$ cat src/rtl/smc_bridge.sv
module smc_bridge #(
  parameter int AW  = 12,
  parameter int WSW = 5,
  parameter int OEW = 4
) (
  input  logic                   clk,
  input  logic                   rst_n,
  input  logic                   cfg_we,
  input  logic                   cfg_bank,
  input  logic [OEW+2*WSW-1:0]   cfg_wdata,
  input  logic                   req_valid,
  input  logic                   req_write,
  input  logic [1:0]             req_size,
  input  logic [AW-1:0]          req_addr,
  input  logic [31:0]            req_wdata,
  output logic                   req_ready,
  output logic [31:0]            req_rdata,
  output logic [1:0]             mem_cs_n,
  output logic                   mem_oe_n,
  output logic                   mem_we_n,
  output logic [1:0]             mem_be_n,
  output logic [AW-3:0]          mem_addr,
  output logic [15:0]            mem_dout,
  input  logic [15:0]            mem_din
);

  localparam int HAW = AW - 2;

  typedef enum logic [1:0] {S_IDLE, S_ACC, S_GAP, S_DONE} st_t;

  st_t            st;
  logic [WSW-1:0] cfg_rd [2];
  logic [WSW-1:0] cfg_wr [2];
  logic [OEW-1:0] cfg_oe [2];

  logic           bank_q, wr_q, word_q, byte_q, odd_q, second_q;
  logic [HAW-1:0] haddr_q;
  logic [31:0]    wdata_q, rdata_q;
  logic [15:0]    lo_q;
  logic [WSW-1:0] len_q, oed_q, cnt;

  logic           nb;
  logic [WSW-1:0] ws_sel, len_n, oe_ext, oed_n;
  logic           act, last;

  assign nb     = req_addr[AW-1];
  assign ws_sel = req_write ? cfg_wr[nb] : cfg_rd[nb];
  assign len_n  = (ws_sel < WSW'(2)) ? WSW'(2) : ws_sel;
  assign oe_ext = WSW'(cfg_oe[nb]);
  assign oed_n  = (oe_ext >= len_n) ? len_n - WSW'(1) : oe_ext;

  assign act  = (st == S_ACC);
  assign last = act && (cnt == len_q - WSW'(1));

  always_ff @(posedge clk or negedge rst_n) begin
    if (!rst_n) begin
      for (int i = 0; i < 2; i++) begin
        cfg_rd[i] <= WSW'(4);
        cfg_wr[i] <= WSW'(3);
        cfg_oe[i] <= OEW'(1);
      end
    end else if (cfg_we) begin
      cfg_rd[cfg_bank] <= cfg_wdata[WSW-1:0];
      cfg_wr[cfg_bank] <= cfg_wdata[2*WSW-1:WSW];
      cfg_oe[cfg_bank] <= cfg_wdata[2*WSW+OEW-1:2*WSW];
    end
  end

  always_ff @(posedge clk or negedge rst_n) begin
    if (!rst_n) begin
      st       <= S_IDLE;
      bank_q   <= 1'b0;
      wr_q     <= 1'b0;
      word_q   <= 1'b0;
      byte_q   <= 1'b0;
      odd_q    <= 1'b0;
      second_q <= 1'b0;
      haddr_q  <= '0;
      wdata_q  <= '0;
      rdata_q  <= '0;
      lo_q     <= '0;
      len_q    <= WSW'(2);
      oed_q    <= '0;
      cnt      <= '0;
    end else begin
      case (st)
        S_IDLE: if (req_valid) begin
          st       <= S_ACC;
          bank_q   <= nb;
          wr_q     <= req_write;
          word_q   <= req_size[1];
          byte_q   <= (req_size == 2'b00);
          odd_q    <= req_addr[0];
          second_q <= 1'b0;
          haddr_q  <= req_size[1] ? {req_addr[AW-2:2], 1'b0} : req_addr[AW-2:1];
          wdata_q  <= req_wdata;
          len_q    <= len_n;
          oed_q    <= oed_n;
          cnt      <= '0;
        end
        S_ACC: begin
          cnt <= cnt + WSW'(1);
          if (last) begin
            if (word_q && !second_q) begin
              lo_q     <= mem_din;
              second_q <= 1'b1;
              haddr_q  <= haddr_q + HAW'(1);
              st       <= S_GAP;
            end else begin
              if (word_q)      rdata_q <= {mem_din, lo_q};
              else if (byte_q) rdata_q <= {24'h0, odd_q ? mem_din[15:8] : mem_din[7:0]};
              else             rdata_q <= {16'h0, mem_din};
              st <= S_DONE;
            end
          end
        end
        S_GAP: begin
          cnt <= '0;
          st  <= S_ACC;
        end
        default: st <= S_IDLE;
      endcase
    end
  end

  assign mem_cs_n  = act ? ~(2'b01 << bank_q) : 2'b11;
  assign mem_oe_n  = !(act && !wr_q && (cnt >= oed_q));
  assign mem_we_n  = !(act && wr_q);
  assign mem_be_n  = !act ? 2'b11 : byte_q ? (odd_q ? 2'b01 : 2'b10) : 2'b00;
  assign mem_addr  = haddr_q;
  assign mem_dout  = byte_q ? {2{wdata_q[7:0]}} : (second_q ? wdata_q[31:16] : wdata_q[15:0]);
  assign req_ready = (st == S_DONE);
  assign req_rdata = rdata_q;


  one_cs_chk: assert property (@(posedge clk) disable iff (!rst_n)
    $onehot0(~mem_cs_n));


  oe_in_cs_chk: assert property (@(posedge clk) disable iff (!rst_n)
    !mem_oe_n |-> !(&mem_cs_n));


  oe_we_excl_chk: assert property (@(posedge clk) disable iff (!rst_n)
    !(!mem_oe_n && !mem_we_n));


  min_len_chk: assert property (@(posedge clk) disable iff (!rst_n)
    ((&mem_cs_n) && !(&$past(mem_cs_n))) |-> !(&$past(mem_cs_n, 2)));


  ready_pulse_chk: assert property (@(posedge clk) disable iff (!rst_n)
    req_ready |=> !req_ready);


  ready_idle_bus_chk: assert property (@(posedge clk) disable iff (!rst_n)
    req_ready |-> (&mem_cs_n && mem_we_n));

endmodule

$ cat config.mk
export PLATFORM = sky130hd
export DESIGN_NAME = smc_bridge
export DESIGN_NICKNAME = d
export VERILOG_FILES = /design/src/rtl/smc_bridge.sv
export SDC_FILE = /design/constraint.sdc
export NUM_CORES = 1
export LEC_CHECK = 0
export BUFFER_PORTS_ARGS = -buffer_cell sky130_fd_sc_hd__buf_2
export CAP_MARGIN = 20
export CELL_PAD_IN_SITES_DETAIL_PLACEMENT = 0
export CELL_PAD_IN_SITES_GLOBAL_PLACEMENT = 1
export CORE_MARGIN = 2
export CORE_UTILIZATION = 24
export CTS_BUF_LIST = sky130_fd_sc_hd__clkbuf_16
export CTS_CLUSTER_SIZE = 8
export DETAILED_ROUTE_END_ITERATION = 16
export PLACE_DENSITY_LB_ADDON = 0.1
export SYNTH_ARGS = -nofsm -noshare
export SYNTH_HDL_FRONTEND = slang
export SYNTH_SLANG_ARGS = --single-unit
export TNS_END_PERCENT = 100
$ cat constraint.sdc
create_clock -name clk -period 5.75 [get_ports clk]
set_clock_uncertainty 0.2 [all_clocks]
set_input_delay 0.575 -clock clk [delete_from_list [all_inputs] [get_ports clk]]
set_output_delay 0.575 -clock clk [all_outputs]
set_load 0.05 [all_outputs]
Word level (Yosys, flattened, before mapping)
Index checks and enable logic that the tools add are counted.
{"block": "op_classes", "shift": 1, "n_reduce_logical": 20, "mux": 43, "div": 0, "n_bitwise": 4, "n_addsub": 4, "eq_ne": 7, "magnitude_cmp": 6, "multipliers": 0}
{"op": "$mux W5", "count": 11}
{"op": "$mux W16", "count": 3}
{"op": "$mux W32", "count": 1}
{"op": "$mux W10", "count": 3}
{"op": "$bwmux W10", "count": 2}
{"op": "$pmux W10 S2", "count": 1}
{"op": "$mux W4", "count": 4}
{"op": "$pmux W5 S3", "count": 1}
{"op": "$mux W2", "count": 6}
{"op": "$add A10 B1 Y10 const B", "count": 1}
{"op": "$sub A5 B1 Y5 const B", "count": 2}
{"op": "$bwmux W8", "count": 1}
{"op": "$mux W8", "count": 1}
{"op": "$logic_and A1 B1 Y1", "count": 6}
{"op": "$pmux W2 S3", "count": 1}
{"op": "$reduce_and A2 Y1", "count": 3}
{"op": "$reduce_and A3 Y1", "count": 2}
{"op": "$add A5 B1 Y5 const B", "count": 1}
{"op": "$demux W5 S1", "count": 1}
{"op": "$eq A5 B5 Y1", "count": 1}
{"op": "$ge A4 B5 Y1", "count": 1}
{"op": "$ge A5 B5 Y1", "count": 1}
{"op": "$lt A5 B2 Y1 const B", "count": 1}
{"op": "$mux W1", "count": 5}
{"op": "other kinds (17)", "count": 25}
{"block": "word_totals", "memories": 0, "latchBits": 0, "ram_bits": 0, "reg_bits": 141, "in_bits": 82, "romBits": 0}

Longest topological paths before layout
Gate-level depths: netlist of the first run.
{"block": "logic_depth", "ltp_word": 9, "ltp_mapped": 13}

Least setup slack after synthesis of the first run
Ideal clock, no wire load.
{"block": "synth_timing", "kind": "in2reg", "start": "in req_addr[11]", "end": "reg oed_q[0]", "slack_ns": 2.191, "t_required_ns": 5.434, "path_buffers": 1, "arrival_ns": 3.243, "setup_time_ns": 0.116, "path_stages": 12, "cell_sequence": "buf_6 mux4_2 nor3_2 inv_1 o21ai_0 inv_1 ha_1 nand2b_1 a21boi_0 a221oi_2 a21boi_4 o311ai_0"}
{"block": "synth_between", "elab_chain_cells": 9}
{"element": "start, declared", "line_no": "14", "source": "input logic [AW-1:0] req_addr,"}
{"element": "$not A1 Y2 (not written as such) *", "line_no": "47", "source": "assign ws_sel = req_write ? cfg_wr[nb] : cfg_rd[nb];"}
{"element": "$mux W5 (not written as such) (3 in series)", "line_no": "47"}
{"element": "$mux W5 *", "line_no": "47"}
{"element": "$lt A5 B2 Y1", "line_no": "48", "source": "assign len_n = (ws_sel < WSW'(2)) ? WSW'(2) : ws_sel;"}
{"element": "$mux W5 *", "line_no": "48"}
{"element": "named net len_n[0]", "line_no": "43", "source": "logic [WSW-1:0] ws_sel, len_n, oe_ext, oed_n;"}
{"element": "$sub A5 B1 Y5 / $ge A4 B5 Y1 (equally long branches)", "line_no": "50", "source": "assign oed_n = (oe_ext >= len_n) ? len_n - WSW'(1) : oe_ext;"}
{"element": "$mux W5 *", "line_no": "50"}
{"element": "end signal, assigned", "line_no": "98", "source": "oed_q <= oed_n;"}
{"element": "end, declared", "line_no": "40", "source": "logic [WSW-1:0] len_q, oed_q, cnt;"}
Mark *: on every way through the listed nets, which the timed path passes. The rest lies on a longest branch. The select of a mux whose other input is x is not followed.
A chain may end at the register's enable or synchronous reset.

Worst setup path in the final report of the first run
{"block": "layout_timing", "start": "in req_addr[11]", "end": "reg oed_q[1]"}
The elaborated chain is that of the path after synthesis.

==> flow_metrics.tcl, run 1 <==
set metrics [dict create \
    wirelength_mm 19.2 \
    synthTopCellsByCount "210 x nand2_1, 132 x dfrtp_1, 56 x mux2_2, 44 x a21oi_1, 34 x o21ai_1" \
    syn_to_final_growth_pct 25.5 \
    vias 5348 \
    fillCellCount 2969 \
    die_y_um 172 \
    status "complete, no violations" \
    hold_viol 0 \
    vias_per_cell 4.38 \
    cts.sinks 141 \
    drtAntennaViolNets 0 \
    leakage_nw 4.02 \
    max_cap_violations 0 \
    synth-seq-cells 141 \
    switching_share_pct 47.5 \
    grt_usage_pct 13.4 \
    dp_slack_ns 1.65 \
    initial_core_util_pct 24.3 \
    dr.pass1.iters 5 \
    slew_headroom_pct 32.8 \
    synth_edf_count 0 \
    synth.distinct_cells 49 \
    period_share_pct 63.3 \
    seqPwrFrac_pct 31.2 \
    clk_latency_ns 0.43 \
    syn_nets 790 \
    synth_most_common_cell "nand2_1" \
    wire_per_inst_um 15.7 \
    crit_path_start_kind "input port" \
    synthTopCellsByArea "dfrtp_1 49%, nand2_1 12%, mux2_2 9.3%, dfstp_2 3.5%, a21oi_1 3.3%" \
    multiInputGateArea_sq_um 2970 \
    async_flop_share_pct 100 \
    yosys_warnings 0 \
    cts_buffers 17 \
    hpwl_mm 13.0 \
    cts_max_level 4 \
    p_comb_share_pct 47.0 \
    cts_buffer_depth 2 \
    arrival_ns 3.71 \
    drv_slew 0 \
    worstMarginPinSlew_ns 1.01 \
    seqCellArea_sq_um 3540 \
    post_cts_buffers 0 \
    synth_top_area_cell "dfrtp_1" \
    drc 0 \
    coreArea_sq_um 27800 \
    fin_cells 1221 \
    totalPowerFinal_w 0.00542 \
    drt_iter0_drc 230 \
    power_density_nw_per_um2 639 \
    die-area_sq_um 29500 \
    grt_overflow 0 \
    p_switching_w 0.00257 \
    worstPathMaxFanout 10 \
    tns_ns 0 \
    postSynthAreaPerCell_sq_um 9.69 \
    cts_tree "built" \
    drive_above_1_share_pct 31.2 \
    ctsResizeCount 0 \
    netlist.area_leader.share_pct 48.9 \
    synthFlopType "dfrtp_1" \
    grt_pass1_vias 5447 \
    gp_congestion 0.740 \
    final_core_util_pct 30.5 \
    setup_violations 0 \
    vdd_ir_drop_max_v 0.000256 \
    ios 147 \
    grt_max_degree 93 \
    syn_area_sq_um 6750 \
    post-place-cells 1186 \
    p_int_w 0.00284 \
    antenna_found_initial 6 \
    seq_area_frac_synth_pct 52.4 \
    grt_pass1_wl_mm 30.5 \
    row_count 61 \
    syn_inst 697 \
    hold_buffers 0 \
    worst_ep_required_time_ns 5.82 \
    path_class "in -> reg" \
    max_clock_freq_mhz 275 \
    nets 922 \
    cts-root-buf "clkbuf_16" \
    grt_setup_unrepaired "no" \
    period_minus_slack_ns 3.64 \
    clkTransAtPathRegs_ns 0.06 \
    die_w_um 172 \
    worstHoldPathType "in -> async" \
    setup_slack_ns 2.11 \
    port_buffers 146 \
    power.share.clock_pct 21.8 \
    worstSetupEndpointType "register" \
]
cell type report:
cell class	count	area share (%)
tap	378	5.58
clock buffer	17	5.02
antenna	1	0.0295
inverter	15	0.664
clock inverter	15	2.21
multi-input combinational	500	35.0
sequential	141	41.8
timing repair buffer	154	9.68
power by group through the flow:
stage	registers (W)	clock network (W)	logic [W]
detailed placement	0.00171	0	0.00255
floorplan	0.00203	0	0.00157
global placement	0.00170	0	0.00253
global route	0.00175	0.00126	0.00280
finish	0.00169	0.00118	0.00255
CTS	0.00169	0.00122	0.00256
state kept, by name, summed over array words and instances, names as in the netlist, 2 cells and up:
name and flops:
cfg_wr 10, st 2, wdata_q 32, cfg_rd 10, cnt 5, mem_addr 10
cfg_oe 8, lo_q 16, req_rdata 32, oed_q 5, len_q 5
path summary, 6_finish.rpt:
kind                                    start           to  slack (ns)  depth (start not counted)
min in group clk                req_wdata[22]  wdata_q[22]        0.14                          3
worst min-delay path                    rst_n  mem_addr[4]        0.05                          1
worst max-delay path             req_addr[11]     oed_q[1]        2.11                         13
worst max register to register      cfg_wr[2]     oed_q[1]        2.25                         12
max in group asynchronous               rst_n     len_q[2]        4.05                          2
worst min register to register    wdata_q[22]  wdata_q[22]        0.27                          2
critical path: stages:
cell and delay, ns:
buf_2 0.29, mux4_2 0.62, nor3_2 0.32, inv_1 0.06, o21ai_0 0.26, inv_1 0.08
ha_1 0.29, nand2b_1 0.16, a21boi_0 0.47, a221oi_2 0.11, a21boi_4 0.19, mux2i_1 0.20
o21ai_1 0.07
routing by layer:
| layer | wire (um) | vias to the layer above | track usage, % |
|---|---|---|---|
| li1 | - | 2641 | - |
| met1 | 9490 | 2551 | 18.9 |
| met2 | 8300 | 128 | 20.0 |
| met3 | 1220 | 20 | 4.16 |
| met4 | 121 | 8 | 3.18 |
| met5 | 55 | - | 0 |
cell usage in the layout (no fill, tap or decap), types with 3 or more instances in the layout:
| cell | count |
|---|---|
| mux2i_1 | 11 |
| nor3b_1 | 9 |
| nand3_1 | 18 |
| dfstp_2 | 9 |
| ha_1 | 11 |
| mux2_2 | 56 |
| mux4_2 | 5 |
| o21ai_1 | 34 |
| xnor2_1 | 4 |
| dfrtp_1 | 132 |
| clkbuf_16 | 17 |
| nand2b_1 | 9 |
| buf_4 | 6 |
| buf_2 | 145 |
| a31oi_1 | 3 |
| clkinvlp_4 | 3 |
| a21o_1 | 5 |
| inv_6 | 3 |
| nor3_1 | 3 |
| nor2_1 | 13 |
| nor2b_1 | 4 |
| inv_1 | 16 |
| bufinv_16 | 3 |
| nand2_1 | 209 |
| o21ai_0 | 30 |
| a21oi_1 | 44 |
metrics by stage:
step / hold WS [ns] / cell area, sq um
2_1_floorplan: 0.0794 / 6750
3_3_place_gp: 0.252 / 7820
3_5_place_dp: 0.258 / 7820
4_1_cts: 0.0930 / 8430
5_1_grt: 0.135 / 8470
6_report: 0.0454 / 8480
cells by family (layout without fill, tap and decap cells):
logic type | Yosys count | after routing | share of synthesized area (%)
and+or+nand+nor | 280 | 280 | 17.6
other | 0 | 1 | 0
DFF | 141 | 141 | 52.4
adders and majority gates | 11 | 11 | 2.04
buffers and inverters | 56 | 201 | 3.67
AOI/OAI and AO/OA | 131 | 131 | 10.9
muxes | 72 | 72 | 12.6
xor gates and xnor gates | 6 | 6 | 0.778
No activity file was read; power rests on OpenSTA's default activity.
==> run 2: changes to the inputs <==
Settings changed: ABC_AREA from default to 1.
Clock period 5.75 ns to 2.9 ns, I/O delays scaled along.
==> flow_metrics.tcl, run 2 <==
set metrics [dict create \
    max_cap_violations 0 \
    worstHoldPathType "in -> reg" \
    period_minus_slack_ns 2.67 \
    grt_overflow 0 \
    port_buffers 146 \
    clkTransAtPathRegs_ns 0.07 \
    r2r_end "oed_q[2]" \
    worstPathMaxFanout 12 \
    seq_area_frac_synth_pct 51.3 \
    hpwl_mm 14.5 \
    slew_headroom_pct 45.4 \
    wirelength_mm 21.1 \
    synth_top_area_cell "dfrtp_1" \
    fin_cells 1450 \
    syn_area_sq_um 6910 \
    cts_buffers 17 \
    crit_path_start_kind "register" \
    worstSetupEndpointType "output port" \
    vias_per_cell 4.23 \
    reg2reg_slack_ns 0.40 \
    cts_max_level 4 \
    cts_tree "built" \
    dr.pass1.iters 4 \
    synth.distinct_cells 40 \
    postSynthAreaPerCell_sq_um 8.26 \
    async_flop_share_pct 100 \
    leakage_nw 4.72 \
    vdd_ir_drop_max_v 0.000566 \
    drt_iter0_drc 338 \
    grt_setup_unrepaired "no" \
    initial_core_util_pct 24.2 \
    yosys_warnings 0 \
    post_cts_buffers 0 \
    nets 1145 \
    die_w_um 174 \
    drtAntennaViolNets 0 \
    final_cell_mix "298 x nand2_1, 144 x buf_2, 132 x dfrtp_1" \
    worst_ep_required_time_ns 2.41 \
    status "complete, no violations" \
    period_share_pct 92.2 \
    row_count 62 \
    syn_to_final_growth_pct 36.1 \
    ios 147 \
    hold_viol 0 \
    cts.sinks 141 \
    vias 6136 \
    grt_pass1_vias 6431 \
    synth_most_common_cell "nand2_1" \
    final_common_cell "nand2_1" \
    worstHoldEndpoint "mem_addr[0]" \
    syn_inst 836 \
    die-area_sq_um 30100 \
    power_density_nw_per_um2 1200 \
    grt_usage_pct 14.7 \
    synth-seq-cells 141 \
    synth_edf_count 0 \
    syn_nets 929 \
    synthFlopType "dfrtp_1" \
    setup_slack_ns 0.227 \
    hold_path_depth 5 \
    post-place-cells 1343 \
    grt_pass1_wl_mm 35.2 \
    setup_violations 0 \
    cts_buffer_depth 2 \
    gp_congestion 0.704 \
    arrival_ns 2.18 \
    dp_slack_ns 0.0125 \
    synthTopCellsByCount "299 x nand2_1, 132 x dfrtp_1, 82 x o21ai_0, 67 x inv_1, 30 x nor2_1" \
    regToRegStartpoint "cfg_wr[4]" \
    r2r_cells 20 \
    drv_slew 0 \
    antenna_found_initial 1 \
    die_y_um 174 \
    drive_above_1_share_pct 22.6 \
    clk_latency_ns 0.42 \
    wire_per_inst_um 14.5 \
    tns_ns 0 \
    path_class "reg -> out" \
    worstMarginPinSlew_ns 0.817 \
    grt_max_degree 65 \
    max_clock_freq_mhz 374 \
    hold_start "req_addr[1]" \
    synthTopCellsByArea "dfrtp_1 48%, nand2_1 16%, o21ai_0 5.9%, inv_1 3.6%, dfstp_2 3.4%" \
    cts-root-buf "clkbuf_16" \
    coreArea_sq_um 28500 \
    totalPowerFinal_w 0.0113 \
    netlist.area_leader.share_pct 47.8 \
    drc 0 \
]
-- run 2: cell count changes after synthesis, sizes merged, moves of 16 or more --
cell   delta
a21oi    -20
inv      +58
mux2     -49
nand2    +96
nand3    +17
nor2     +18
o21a     +16
o21ai    +38
-- run 2: report_power, final --
part	internal, W	total, W	switching, W
Combinational	0.00162	0.00568	0.00406
Clock	0.00121	0.00220	0.000990
Sequential	0.00282	0.00340	0.000583
-- run 2: cell families after synthesis --
logic type | share of synthesized area (%)
AND/OR/NAND/NOR | 23.0
AO/OA/AOI/OAI | 13.8
XOR/XNOR | 1.65
buffers and inverters | 6.90
multiplexers | 1.43
flip-flops | 51.3
adder cells (fa/ha/maj) | 1.99
-- run 2: layout make-up --
cell class                 instances  area [sq um]
fill                            3131         19200
antenna                            1          2.50
tap                              384           480
inverter                          75           282
clock buffer                      17           425
timing repair buffer             235          1620
clock inverter                    15           150
multi-input combinational        582          2900
sequential                       141          3540
-- run 2: worst max-delay path by stage --
stage / from / end / slack [ns] / depth (start not counted)
6_report: second_q / mem_dout[0] / 0.23 / 3
5_1_grt: cnt[0] / mem_oe_n / 0.006 / 10
4_1_cts: cnt[0] / mem_oe_n / 0.17 / 10
3_5_place_dp: req_addr[11] / oed_q[2] / 0.01 / 20
3_3_place_gp: req_addr[11] / oed_q[1] / 0.05 / 22
2_1_floorplan: cnt[0] / mem_oe_n / 0.21 / 9
-- run 2: through the flow --
| stage | cell area, sq um | util, % | hold WS [ns] |
|---|---|---|---|
| after floorplan | 6910 | - | -0.206 |
| after global placement | 8080 | 28.3 | 0.157 |
| after detailed placement | 8080 | 28.3 | 0.159 |
| after CTS | 9390 | 32.9 | 0.0222 |
| after global routing | 9400 | 32.9 | 0.0616 |
| final | 9400 | 32.9 | 0.0381 |
-- run 2: what timing repair did --
| item | in CTS | in global routing |
|---|---|---|
| gates resized for setup | 0 | 1 |
| hold buffers | 74 | 0 |
| setup endpoints to repair | 0 | 1 |
| endpoints found under the hold margin | 155 | 0 |
-- run 2: per-layer routing --
metal	vias to the layer above	track usage (%)	share of wire, %
li1	3138	-	-
met1	2862	20.4	51
met2	123	23.2	44
met3	13	3.60	4.2
met4	0	3.26	0.88
met5	-	0	0
-- run 2: worst max-delay path, stage by stage (launching register included) --
cell	delay [ns]
dfrtp_1	0.67
nand2_1	0.45
mux2_2	0.42
buf_2	0.21
==> run 3: changes to the inputs <==
Settings changed: ABC_AREA 1 to default.
==> flow_metrics.tcl, run 3 (synthesized netlist as in run 1, its figures left out) <==
set metrics [dict create \
    final_cell_mix "209 x nand2_1, 144 x buf_2, 130 x dfrtp_1" \
    slew_headroom_pct 54.1 \
    cts_tree "built" \
    final_core_util_pct 34.0 \
    nets 1021 \
    setup_slack_ns -0.0569 \
    leakage_nw 4.46 \
    placed_cell_area_sq_um 8060 \
    holdWs_ns 0.0576 \
    worstPathMaxFanout 4 \
    fin_cells 1319 \
    hpwl_mm 13.5 \
    cp-endpoint "oed_q[1]" \
    port_buffers 146 \
    fillCellCount 2931 \
    ios 147 \
    drv_slew 0 \
    die_y_um 172 \
    cts_buffers 17 \
    worstHoldPathType "in -> reg" \
    final_common_cell "nand2_1" \
    arrival_ns 3.04 \
    syn_to_final_growth_pct 39.8 \
    cts_max_level 4 \
    fin_area_sq_um 9440 \
    crit_path_start_kind "register" \
    period_share_pct 102 \
    grt_setup_unrepaired "yes" \
    drc 0 \
    diodes 0 \
    setup_violations 4 \
    period_minus_slack_ns 2.96 \
    grt_pass1_wl_mm 31.3 \
    totalPowerFinal_w 0.0108 \
    clk_latency_ns 0.42 \
    crit_start "cfg_wr[4]" \
    die_w_um 172 \
    initial_core_util_pct 24.3 \
    worstMarginPinSlew_ns 0.688 \
    r2r_end "oed_q[1]" \
    reg2reg_slack_ns -0.06 \
    worst_ep_required_time_ns 2.99 \
    post-place-cells 1207 \
    worstSetupEndpointType "register" \
    path_class "reg -> reg" \
    row_count 61 \
    max_clock_freq_mhz 338 \
    vias 5694 \
    grt_pass1_vias 5952 \
    violations "negative setup slack" \
    r2r_cells 12 \
    grt_usage_pct 13.7 \
    drive_above_1_share_pct 31.3 \
    coreArea_sq_um 27800 \
    cts-root-buf "clkbuf_16" \
    wire_per_inst_um 14.6 \
    antenna_found_initial 0 \
    cts_buffer_depth 2 \
    cts.sinks 141 \
    status "finished, violations left" \
    dr.pass1.iters 4 \
    gp_congestion 0.771 \
    grt_overflow 0 \
    vdd_ir_drop_max_v 0.000536 \
    max_cap_violations 0 \
    drtAntennaViolNets 0 \
    grt_max_degree 65 \
    power_density_nw_per_um2 1150 \
    drt_iter0_drc 236 \
    vias_per_cell 4.32 \
    regToRegStartpoint "cfg_wr[4]" \
    wirelength_mm 19.3 \
    clkTransAtPathRegs_ns 0.07 \
    hold_viol 0 \
    die-area_sq_um 29500 \
]
[run 3: changes by cell type in the layout (fill, tap and decap cells not counted), sizes merged, moves of 6 or more]
cell    before  now
nor2        31   13
mux2i        2   11
nor3b        0    9
nand3       35   18
inv         82   24
mux2         7   56
nand2b       0    9
o21ai      102   64
buf        160  177
o21a        16    0
o311ai       8    1
nand2      306  210
xor2         8    2
a21oi       24   44
[run 3: what timing repair did]
action,4_1_cts,5_1_grt
gates cloned,0,0
gates resized for setup,1,2
buffers inserted,1,4
endpoints found under the setup margin,5,33
hold endpoints to repair,166,0
hold buffers,75,0
pin swaps,3,3
[run 3: through the flow]
stage,setup slack (ns),setup TNS (ns)
3_5_place_dp,-0.234,-0.757
5_1_grt,-0.248,-0.785
4_1_cts,-0.0790,-0.144
3_3_place_gp,-0.172,-0.553
2_1_floorplan,-0.0921,-0.0921
6_report,-0.0569,-0.102
[run 3: worst min-delay path by stage]
stage	startpoint	endpoint	slack, ns	cells after the start
2_1_floorplan	rst_n	bank_q	-0.21	0
3_3_place_gp	rst_n	mem_addr[7]	0.15	1
3_5_place_dp	rst_n	mem_addr[6]	0.16	1
4_1_cts	req_valid	second_q	0.03	4
5_1_grt	req_valid	second_q	0.09	4
6_report	req_valid	second_q	0.06	4
[run 3: final cells by class]
type	instances	area (sq um)	share of cell area [%]
Multi-Input combinational cell	500	3010	31.9
Clock buffer	17	425	4.51
Sequential cell	141	3540	37.5
Timing Repair Buffer	253	1780	18.9
Inverter	15	56.3	0.597
Clock inverter	15	153	1.62
Tap cell	378	473	5.01
[run 3: worst max-delay path, cell delays in order (launching register included)]
cell and delay [ns]:
dfrtp_1 0.38, mux4_2 0.53, nor3_4 0.21, inv_1 0.07
o21ai_2 0.12, inv_1 0.06, ha_1 0.27, nand2b_4 0.14
o21ai_2 0.06, a221oi_2 0.25, a21boi_4 0.25, mux2i_1 0.22
o21ai_1 0.07
[run 3: power breakdown]
part / switching [W] / leakage, nW / internal (W)
Sequential: 0.000549 / 1.72 / 0.00276
Combinational: 0.00363 / 2.45 / 0.00173
Clock: 0.000960 / 0.283 / 0.00122
Total: 0.00514 / 4.46 / 0.00570
[run 3: routing by layer]
metal	wire length, um	GRT usage (%)	vias to the layer above
met1	9820	19.0	2718
met4	154	3.62	0
li1	-	-	2837
met5	0	0	-
met2	8520	21.4	129
met3	798	3.24	10
